**src/rtl/tsc_pkg.sv**
```systemverilog
package tsc_pkg;
    localparam int TS_W        = 16;
    localparam int EV_W        = 16;
    localparam int LANES       = 4;
    localparam int EV_PER_CL   = 7;
    localparam int WORDS_PER_CL = EV_PER_CL + 1;
    localparam int IDX_W       = $clog2(WORDS_PER_CL);

    typedef enum logic [1:0] {
        FOLD_X1  = 2'd0,
        FOLD_X2  = 2'd1,
        FOLD_X4  = 2'd2,
        FOLD_RSV = 2'd3
    } fold_mode_t;

    typedef struct packed {
        logic [TS_W-1:0]                 ts;
        logic [EV_PER_CL-1:0][EV_W-1:0]  ev;
    } cluster_t;

    function automatic int sub_per_event(fold_mode_t m);
        case (m)
            FOLD_X2: return 2;
            FOLD_X4: return 4;
            default: return 1;
        endcase
    endfunction
endpackage

```
**src/rtl/tsc_slot_timer.sv**
```systemverilog
module tsc_slot_timer
    import tsc_pkg::*;
(
    input  logic            clk,
    input  logic            rst,
    input  logic            tick,
    output logic [TS_W-1:0] ts
);
    always_ff @(posedge clk) begin
        if (rst)
            ts <= '0;
        else if (tick)
            ts <= ts + 1'b1;
    end
endmodule

```
**src/rtl/tsc_event_fold.sv**
```systemverilog
module tsc_event_fold
    import tsc_pkg::*;
(
    input  fold_mode_t              mode,
    input  logic [LANES*EV_W-1:0]   lanes,
    output logic [EV_W-1:0]         ev
);
    // Each event bit picks its lane (sub-sample) and channel per fold ratio.
    for (genvar b = 0; b < EV_W; b++) begin : g_bit
        localparam int CH2 = b / 2;
        localparam int SB2 = b % 2;
        localparam int CH4 = b / 4;
        localparam int SB4 = b % 4;
        always_comb begin
            case (sub_per_event(mode))
                2:       ev[b] = lanes[SB2*EV_W + CH2];
                4:       ev[b] = lanes[SB4*EV_W + CH4];
                default: ev[b] = lanes[b];
            endcase
        end
    end
endmodule

```
**src/rtl/tsc_cluster_fill.sv**
```systemverilog
module tsc_cluster_fill
    import tsc_pkg::*;
(
    input  logic            clk,
    input  logic            rst,
    input  logic            start,
    input  logic            accept,
    input  logic [EV_W-1:0] ev,
    input  logic [TS_W-1:0] ts,
    output logic            commit,
    output cluster_t        cl
);
    localparam int LAST = EV_PER_CL - 1;

    logic [IDX_W-1:0]  idx;
    logic [EV_W-1:0]   evbuf [LAST];
    logic [TS_W-1:0]   ts_cap;
    logic [EV_W-1:0]   held;
    logic              chg;
    logic              first;
    logic              last_slot;
    logic              diff_now;

    always_comb begin
        last_slot = accept && (idx == IDX_W'(LAST));
        diff_now  = (ev != held);
        commit    = last_slot && (first || chg || diff_now);
        cl.ts     = ts_cap;
        for (int i = 0; i < LAST; i++)
            cl.ev[i] = evbuf[i];
        cl.ev[LAST] = ev;
    end

    always_ff @(posedge clk) begin
        if (rst) begin
            idx    <= '0;
            ts_cap <= '0;
            held   <= '0;
            chg    <= 1'b0;
            first  <= 1'b0;
            for (int i = 0; i < LAST; i++)
                evbuf[i] <= '0;
        end else if (start) begin
            idx   <= '0;
            held  <= '0;
            chg   <= 1'b0;
            first <= 1'b1;
        end else if (accept) begin
            for (int i = 0; i < LAST; i++)
                if (idx == IDX_W'(i))
                    evbuf[i] <= ev;
            if (idx == '0) begin
                ts_cap <= ts;
                chg    <= diff_now;
            end else begin
                chg    <= chg | diff_now;
            end
            if (last_slot) begin
                idx   <= '0;
                held  <= ev;
                first <= 1'b0;
            end else begin
                idx <= idx + 1'b1;
            end
        end
    end
endmodule

```
**src/rtl/tsc_cluster_emit.sv**
```systemverilog
module tsc_cluster_emit
    import tsc_pkg::*;
#(
    parameter int POS_W = 24
) (
    input  logic             clk,
    input  logic             rst,
    input  logic             start,
    input  logic             commit,
    input  cluster_t         cl,
    output logic             out_valid,
    output logic [EV_W-1:0]  out_word,
    output logic             out_is_ts,
    output logic [POS_W-1:0] out_addr,
    output logic [POS_W-1:0] cpos
);
    cluster_t          obuf;
    logic              active;
    logic [IDX_W-1:0]  widx;
    logic [IDX_W-1:0]  eidx;
    logic [POS_W-1:0]  wpos;

    always_comb begin
        eidx      = widx - 1'b1;
        out_valid = active;
        out_is_ts = active && (widx == '0);
        out_word  = (widx == '0) ? obuf.ts : obuf.ev[eidx];
        out_addr  = wpos;
    end

    always_ff @(posedge clk) begin
        if (rst) begin
            obuf   <= '0;
            active <= 1'b0;
            widx   <= '0;
            wpos   <= '0;
            cpos   <= '0;
        end else if (start) begin
            active <= 1'b0;
            widx   <= '0;
            wpos   <= '0;
            cpos   <= '0;
        end else begin
            if (active) begin
                wpos <= wpos + 1'b1;
                widx <= widx + 1'b1;
                if (widx == IDX_W'(WORDS_PER_CL - 1))
                    active <= 1'b0;
            end
            if (commit) begin
                obuf   <= cl;
                active <= 1'b1;
                widx   <= '0;
                cpos   <= cpos + POS_W'(WORDS_PER_CL);
            end
        end
    end
endmodule

```
**src/rtl/tsc_packer.sv**
```systemverilog
module tsc_packer
    import tsc_pkg::*;
#(
    parameter int POS_W = 24
) (
    input  logic                   clk,
    input  logic                   rst,
    input  logic                   run_start,
    input  logic                   run_stop,
    input  logic [1:0]             mode,
    input  logic                   slot_tick,
    input  logic [LANES*EV_W-1:0]  lanes,
    output logic                   out_valid,
    output logic [EV_W-1:0]        out_word,
    output logic                   out_is_ts,
    output logic [POS_W-1:0]       out_addr,
    output logic [POS_W-1:0]       stop_pos,
    output logic                   running
);
    logic [TS_W-1:0] ts;
    logic [EV_W-1:0] ev;
    logic            accept;
    logic            commit;
    cluster_t        cl;

    always_ff @(posedge clk) begin
        if (rst)
            running <= 1'b0;
        else if (run_start)
            running <= 1'b1;
        else if (run_stop)
            running <= 1'b0;
    end

    assign accept = slot_tick && running && !run_stop && !run_start;

    tsc_slot_timer u_timer (
        .clk  (clk),
        .rst  (rst),
        .tick (slot_tick),
        .ts   (ts)
    );

    tsc_event_fold u_fold (
        .mode  (fold_mode_t'(mode)),
        .lanes (lanes),
        .ev    (ev)
    );

    tsc_cluster_fill u_fill (
        .clk    (clk),
        .rst    (rst),
        .start  (run_start),
        .accept (accept),
        .ev     (ev),
        .ts     (ts),
        .commit (commit),
        .cl     (cl)
    );

    tsc_cluster_emit #(.POS_W(POS_W)) u_emit (
        .clk       (clk),
        .rst       (rst),
        .start     (run_start),
        .commit    (commit),
        .cl        (cl),
        .out_valid (out_valid),
        .out_word  (out_word),
        .out_is_ts (out_is_ts),
        .out_addr  (out_addr),
        .cpos      (stop_pos)
    );
endmodule

```
**config.mk**
```make
export PLATFORM = sky130hd
export DESIGN_NAME = tsc_packer
export DESIGN_NICKNAME = d
export VERILOG_FILES = /design/src/rtl/tsc_pkg.sv /design/src/rtl/tsc_slot_timer.sv /design/src/rtl/tsc_event_fold.sv /design/src/rtl/tsc_cluster_fill.sv /design/src/rtl/tsc_cluster_emit.sv /design/src/rtl/tsc_packer.sv
export SDC_FILE = /design/constraint.sdc
export NUM_CORES = 1
export LEC_CHECK = 0
export ABC_CLOCK_PERIOD_IN_PS = 4500
export BUFFER_PORTS_ARGS = -buffer_cell sky130_fd_sc_hd__buf_2
export CORE_MARGIN = 4
export CORE_UTILIZATION = 59
export DETAILED_ROUTE_END_ITERATION = 16
export PLACE_DENSITY = 0.8
export SLEW_MARGIN = 20
export SYNTH_ARGS = -nofsm -noshare
export SYNTH_HDL_FRONTEND = slang
export SYNTH_SLANG_ARGS = --single-unit
```
**constraint.sdc**
```tcl
create_clock -name clk -period 4.5 [get_ports clk]
set_input_delay 0.225 -clock clk [delete_from_list [all_inputs] [get_ports clk]]
set_output_delay 0.225 -clock clk [all_outputs]
set_load 0.01 [all_outputs]
```
# After elaboration in Yosys (flattened, before gate mapping)
# Memory sizes are Yosys's and may differ from the RTL's. A register that Yosys moved wholly into a read port is not among the register bits.
# Index checks and enable logic that the tools add are counted.
# op_classes
n_addsub	6
n_eq_ne	12
n_mux	67
order_cmp	1
bitwise_logic	8
reduce_logical	22
# op_table
op	n
16-bit two-way mux	8
16-bit binary-select mux with 3-bit select	1
1-bit two-way mux	42
32-bit by 3-bit equality test with 1-bit output (second input constant)	1
1-bit case mux with 2 select lines	14
24-bit by 1-bit adder with 24-bit output (second input constant)	1
24-bit by 4-bit adder with 24-bit output (second input constant)	1
16-bit by 1-bit adder with 16-bit output (second input constant)	1
16-bit inequality test	1
3-bit equality test (second input constant)	4
3-bit by 2-bit equality test with 1-bit output (second input constant)	3
1-bit OR	7
3-bit by 1-bit adder with 3-bit output (second input constant)	2
1-bit logical AND	6
3-bit logical NOT	2
3-bit case mux with 2 select lines	1
2-bit AND reduction	3
2-bit nonzero test	3
3-bit by 4-bit < comparator with 1-bit output (second input constant)	1
2-bit OR reduction	2
3-bit by 1-bit equality test with 1-bit output (second input constant)	1
3-bit two-way mux	1
3-bit AND reduction	1
3-bit OR reduction	1
other kinds (6)	8
# word_totals
mem_bits_rw	96
word_cells	130
input_bits	71
ff_bits	138
n_memories	1
out_inout_bits	67
# memory_table
name	words	word_bits	rd	rd_ports_with_merged_regs	wr	line_no	source
u_fill.evbuf	6	16	6	6	6	tsc_cluster_fill.sv:16	logic [EV_W-1:0] evbuf [LAST];

# Logic depth before layout (Yosys ltp)
# depth
depth_word	9
depth_mapped	16
mapped_depth_nobuf	9

# By module
# From an unflattened synthesis, not the netlist that was laid out.
# unflattened
cells_unflattened	1490
area_unflattened_um2	14153.6
# by_module_without_submodules
module	instances	seq_area_each_um2	cells_each	area_each_um2
tsc_cluster_emit	1	3543.4	955	7689.9
tsc_cluster_fill	1	3623.5	394	5327.6
tsc_slot_timer	1	320.3	83	757.0
tsc_event_fold	1	0.0	53	324.1
tsc_packer	1	20.0	5	55.1

# Least setup slack after synthesis
# No wires, ideal clock.
# synth_timing
path_type	reg-to-output
from	register u_emit.widx[0]
to	output port out_word[5]
stages_incl_launch_ff	13
required_time_ns	4.275
arrival_time_ns	3.050
setup_slack_ns	1.225
n_path_buf	4
cell_sequence	dfxtp_1 > clkbuf_1 > clkinv_1 > clkbuf_1 > ha_1 > clkbuf_1 > buf_1 > mux2i_1 > nor2_1 > a21oi_1 > nor2_1 > a21oi_1 > o21ai_0
# synth_via
elab_chain_cells	4
elab_cells_between_ends	5
classes_between	add/sub: 1; mux: 3; reduce/logical: 1
# synth_rtl
item	line_no	source
start, declared	tsc_cluster_emit.sv:19	logic [IDX_W-1:0] widx;
start signal, assigned	tsc_cluster_emit.sv:46	widx <= widx + 1'b1;
3-bit by 1-bit subtractor with 3-bit output	tsc_cluster_emit.sv:24	eidx = widx - 1'b1;
via u_emit.eidx[0]	tsc_cluster_emit.sv:20	logic [IDX_W-1:0] eidx;
16-bit binary-select mux with 3-bit select	tsc_cluster_emit.sv:27	out_word = (widx == '0) ? obuf.ts : obuf.ev[eidx];
16-bit two-way mux (implied by the code)	tsc_cluster_emit.sv:27	
16-bit two-way mux	tsc_cluster_emit.sv:27	
end, declared	tsc_packer.sv:14	output logic [EV_W-1:0] out_word,
# The timed path passes the listed nets, and every way through them passes these cells. The select of a mux whose other input is x is not followed.

# Worst setup path after layout
# layout_timing
from	register u_emit.widx[0]
to	output port out_word[13]
# layout_via
elab_chain_cells	4
elab_cells_between_ends	5
classes_between	add/sub: 1; mux: 3; reduce/logical: 1
# layout_rtl
item	line_no
3-bit by 1-bit subtractor with 3-bit output	tsc_cluster_emit.sv:24
16-bit binary-select mux with 3-bit select	tsc_cluster_emit.sv:27
16-bit two-way mux (implied by the code)	tsc_cluster_emit.sv:27
16-bit two-way mux *	tsc_cluster_emit.sv:27
# Every way passes the cells marked *; elsewhere a longest branch is shown, timed or not. The select of a mux whose other input is x is not followed.

==> run summary <==
• **Total Routing Usage GR** 26.7%
• **switching share of power** 21.9%
• **vias per std cell** 6.18
• **Die Y-Extent** 164 um
• **fraction of the core area covered by cells at the end of the flow** 67.2%
• **Final Hold Violating Endpoints** 0
• **largest fanout on the critical path** 20
• **net count reported at finish** 1663
• **transition at the pin with the smallest max-transition slack** 1.03 ns
• **type of element capturing the critical path** output port
• **Avg Synthesized Cell Area** 9.15 um^2
• **x dimension of the die** 164 um
• **vias after detailed routing** 11886
• **placeable core region** 23700 um^2
• **status** complete, no violations
• **HPWL after DPL** 22100 um
• **initial core utilization** 60.4%
• **required time reported for the critical path endpoint** 4.28 ns
• **maximum number of pins on one net before global-route repair** 116
• **1st-iter DRT viols** 1331
• **DP Cell Count** 1858
• **TritonCTS clock tree** built
• **post-route fraction of the period consumed by the critical path** 91.3%
• **Pleak** 0.00564 uW
• **final number of setup-violating endpoints** 0
• **wire length of the first global-routing pass** 57600 um
• **pwr dens** 381 nW/um^2
• **class of the most critical setup path** flip-flop to output port
• **RSZ-0062 raised after global routing** false
• **number of rows created at floorplan** 56
• **ys async rst share** 0%
• **final count of pins violating max slew** 0
• **number of I/O port buffers** 102
• **portion of total power attributed to combinational logic** 4.0%
• **Post-synth EDFFs** 96
• **Sink Count** 327
• **GR Overflow Total** 0
• **cts bufs inserted** 35
• **Synthesis Warnings** 0
• **RR Endpoint** u_fill.evbuf[0][12]
• **Clock Pin Slew Worst Setup and Hold Paths** 0.06 ns
• **cells on worst reg2reg path** 6
• **Layout fillers** 1875
• **share of the yosys chip area belonging to registers** 52.4%
• **drt first pass iters** 5
• **Hold Slack** 0.0195 ns
• **fraction of power consumed by the clock network** 45.3%
• **Diodes inserted** 0
• **number of buffers and inverters on the critical path** 4
• **number of top-level design ports** 138
• **Sw Pwr** 1330 uW
• **layout cells sized above 1** 13.3%
• **worst clock skew** 0.0116 ns
• **number of non-filler instances in the completed layout** 1923
• **worst-path cell chain** clkinv_1 > ha_1 > buf_4 > nor2b_1 > buf_4 > a21oi_1 > nor2_1 > a21oi_1 > o21ai_0 > buf_2
• **relative slew slack** 31.6%
• **start of the worst register-to-register path** running
• **Power, Total** 6060 uW
• **die area** 26800 um^2
• **maximum clock rate** 243 MHz
• **longest individual stage delay on the worst path** 0.57 ns
• **synthesized flop and latch total** 327
• **routed wirelength normalized by instance count** 19.0 um
• **Arrival @ worst endpoint** 3.89 ns
• **worst skew pair latency** 0.51 ns
• **Max VDD drop** 0.000344 V
• **Largest delay share family, worst path** buffers and inverters
• **min Tclk post-route** 4.11 ns
• **worst min-delay path class** primary input to flip-flop
• **summed negative setup slack over all endpoints** 0 ns
• **slowest stage cell, crit path** sky130_fd_sc_hd__ha_1
• **number of distinct library cells after synthesis** 51
• **detailed-route wire length** 36400 um
• **endpoint of the worst hold path** u_fill.held[0]
• **Hold Path Depth** 3
• **Final ANT Viol Nets** 0
• **area growth from synthesis to layout** 11.2%
• **Worst Hold Launch** lanes[0]
• **setup repair bufs after CTS** 0
• **initial antenna violation count** 0
• **placer's final routability congestion estimate** 0.825
• **maximum buffer depth of the clock tree** 3
• **CTS H-tree lvls** 2
• **Post-Synthesis Cell Area** 14300 um^2
• **Synth Flop Type** sky130_fd_sc_hd__dfxtp_1
• **flop2flop setup slack** 1.51 ns
• **remaining design rule violation count** 0
• **Max-Cap Viols** 0
• **kind of start point of the critical path** flip-flop
• **Flop pwr share** 50.7%
• **count of mapped cells out of synthesis** 1564
• **cell internal pwr** 4730 uW
• **cell at the root of the clock tree** sky130_fd_sc_hd__clkbuf_16
• **number of global-route vias before repair** 11290
timing repair:
action	4_1_cts	5_1_grt
resized for setup	0	0
hold buffers	2	0
hold endpoints to repair	1	0
final cells by class:
| class | instances | area, um^2 | area share (%) |
|---|---|---|---|
| multi-input combinational | 1081 | 6150 | 38.6 |
| clock inverter | 14 | 91.3 | 0.574 |
| inverter | 12 | 45.0 | 0.283 |
| sequential | 327 | 7510 | 47.2 |
| timing repair buffer | 121 | 723 | 4.54 |
| clock buffer | 49 | 1000 | 6.29 |
| tap | 319 | 399 | 2.51 |
state kept, by name, indices dropped and copies added (netlist names):
name / cells
u_fill.chg: 1
u_fill.evbuf: 96
u_fill.ts_cap: 16
u_emit.out_addr: 24
u_emit.out_valid: 1
u_emit.cpos: 21
u_timer.ts: 16
running: 1
u_fill.held: 16
u_emit.obuf: 128
u_fill.idx: 3
u_emit.widx: 3
u_fill.first: 1
per-layer routing:
layer | part of all wire [%] | up-vias | global-route usage, %
met5 | 0 | - | 0
met2 | 47 | 485 | 44.9
met4 | 3.5 | 0 | 10.8
met3 | 7.9 | 101 | 4.69
li1 | - | 5584 | -
met1 | 41 | 5716 | 34.5
metrics by stage:
step,setup slack [ns],area [um^2]
after floorplan,1.23,14300
after global placement,0.849,14800
after detailed placement,0.744,14800
after CTS,0.413,15900
after global routing,0.199,15900
final,0.390,15900
layout by cell type, fill, tap and decap left out, types with 12 or more instances in the layout:
| cell | Yosys | layout |
|---|---|---|
| sky130_fd_sc_hd__mux2i_1 | 20 | 20 |
| sky130_fd_sc_hd__nor2_1 | 209 | 209 |
| sky130_fd_sc_hd__nor2b_1 | 23 | 22 |
| sky130_fd_sc_hd__nand4_1 | 12 | 12 |
| sky130_fd_sc_hd__xor2_1 | 24 | 24 |
| sky130_fd_sc_hd__clkbuf_16 | 0 | 37 |
| sky130_fd_sc_hd__xnor2_1 | 16 | 15 |
| sky130_fd_sc_hd__nand3_1 | 139 | 137 |
| sky130_fd_sc_hd__nand2_1 | 93 | 93 |
| sky130_fd_sc_hd__or3_1 | 12 | 12 |
| sky130_fd_sc_hd__a21oi_1 | 206 | 206 |
| sky130_fd_sc_hd__dfxtp_1 | 231 | 231 |
| sky130_fd_sc_hd__and3_1 | 23 | 21 |
| sky130_fd_sc_hd__nor4_1 | 15 | 15 |
| sky130_fd_sc_hd__ha_1 | 14 | 14 |
| sky130_fd_sc_hd__edfxtp_1 | 96 | 96 |
| sky130_fd_sc_hd__or4_1 | 18 | 18 |
| sky130_fd_sc_hd__mux4_2 | 16 | 16 |
| sky130_fd_sc_hd__buf_4 | 5 | 13 |
| sky130_fd_sc_hd__o31ai_1 | 19 | 19 |
| sky130_fd_sc_hd__o21ai_0 | 143 | 143 |
| sky130_fd_sc_hd__buf_2 | 6 | 101 |
Yosys cell counts (all sizes together), types with 16 or more instances:
| cell type | instances | area share (%) |
|---|---|---|
| nand2 | 93 | 2.4 |
| mux2i | 21 | 1.6 |
| xnor2 | 16 | 0.98 |
| dfxtp | 231 | 32 |
| clkbuf | 104 | 2.8 |
| buf | 42 | 1.9 |
| nor4 | 16 | 0.74 |
| and3 | 23 | 1.0 |
| xor2 | 24 | 1.5 |
| nand3 | 139 | 4.9 |
| o21ai | 144 | 5.1 |
| or4 | 18 | 0.94 |
| nor2b | 24 | 1.1 |
| a21oi | 206 | 7.2 |
| nor2 | 209 | 5.5 |
| o31ai | 19 | 1.0 |
| mux4 | 16 | 2.5 |
| edfxtp | 96 | 20 |
worst max-delay path by stage:
stage / from / endpoint / slack, ns / cells past startpoint
6_report: u_emit.widx[0] / out_word[13] / 0.39 / 10
3_5_place_dp: mode[0] / u_emit.obuf[109] / 0.74 / 11
5_1_grt: u_emit.widx[0] / out_word[8] / 0.20 / 10
3_3_place_gp: mode[0] / u_emit.obuf[109] / 0.85 / 11
4_1_cts: u_emit.widx[0] / out_word[13] / 0.41 / 10
2_1_floorplan: u_emit.widx[0] / out_word[5] / 1.23 / 12
tightest hold or removal path: stages:
cell and delay (ns):
sky130_fd_sc_hd__buf_2 0.13, sky130_fd_sc_hd__nand2_1 0.07, sky130_fd_sc_hd__a21oi_1 0.05
kinds of logic after synthesis:
group | Yosys count | share of synthesized area (%)
xor gates and xnor gates | 40 | 2.45
DFF | 327 | 52.4
muxes | 37 | 4.07
buffers and inverters | 158 | 4.99
other | 1 | 0.0262
AOI/OAI and AO/OA | 413 | 15.9
and+or+nand+nor | 574 | 18.9
adders and majority gates | 14 | 1.22
power by group through the flow:
stage,combinational (uW),clock [uW],sequential (uW)
floorplan,168,0,3130
global placement,234,0,3140
detailed placement,238,0,3140
CTS,241,2770,3070
global route,263,2900,3070
finish,244,2750,3070
Power figures use the tool's default switching activity.
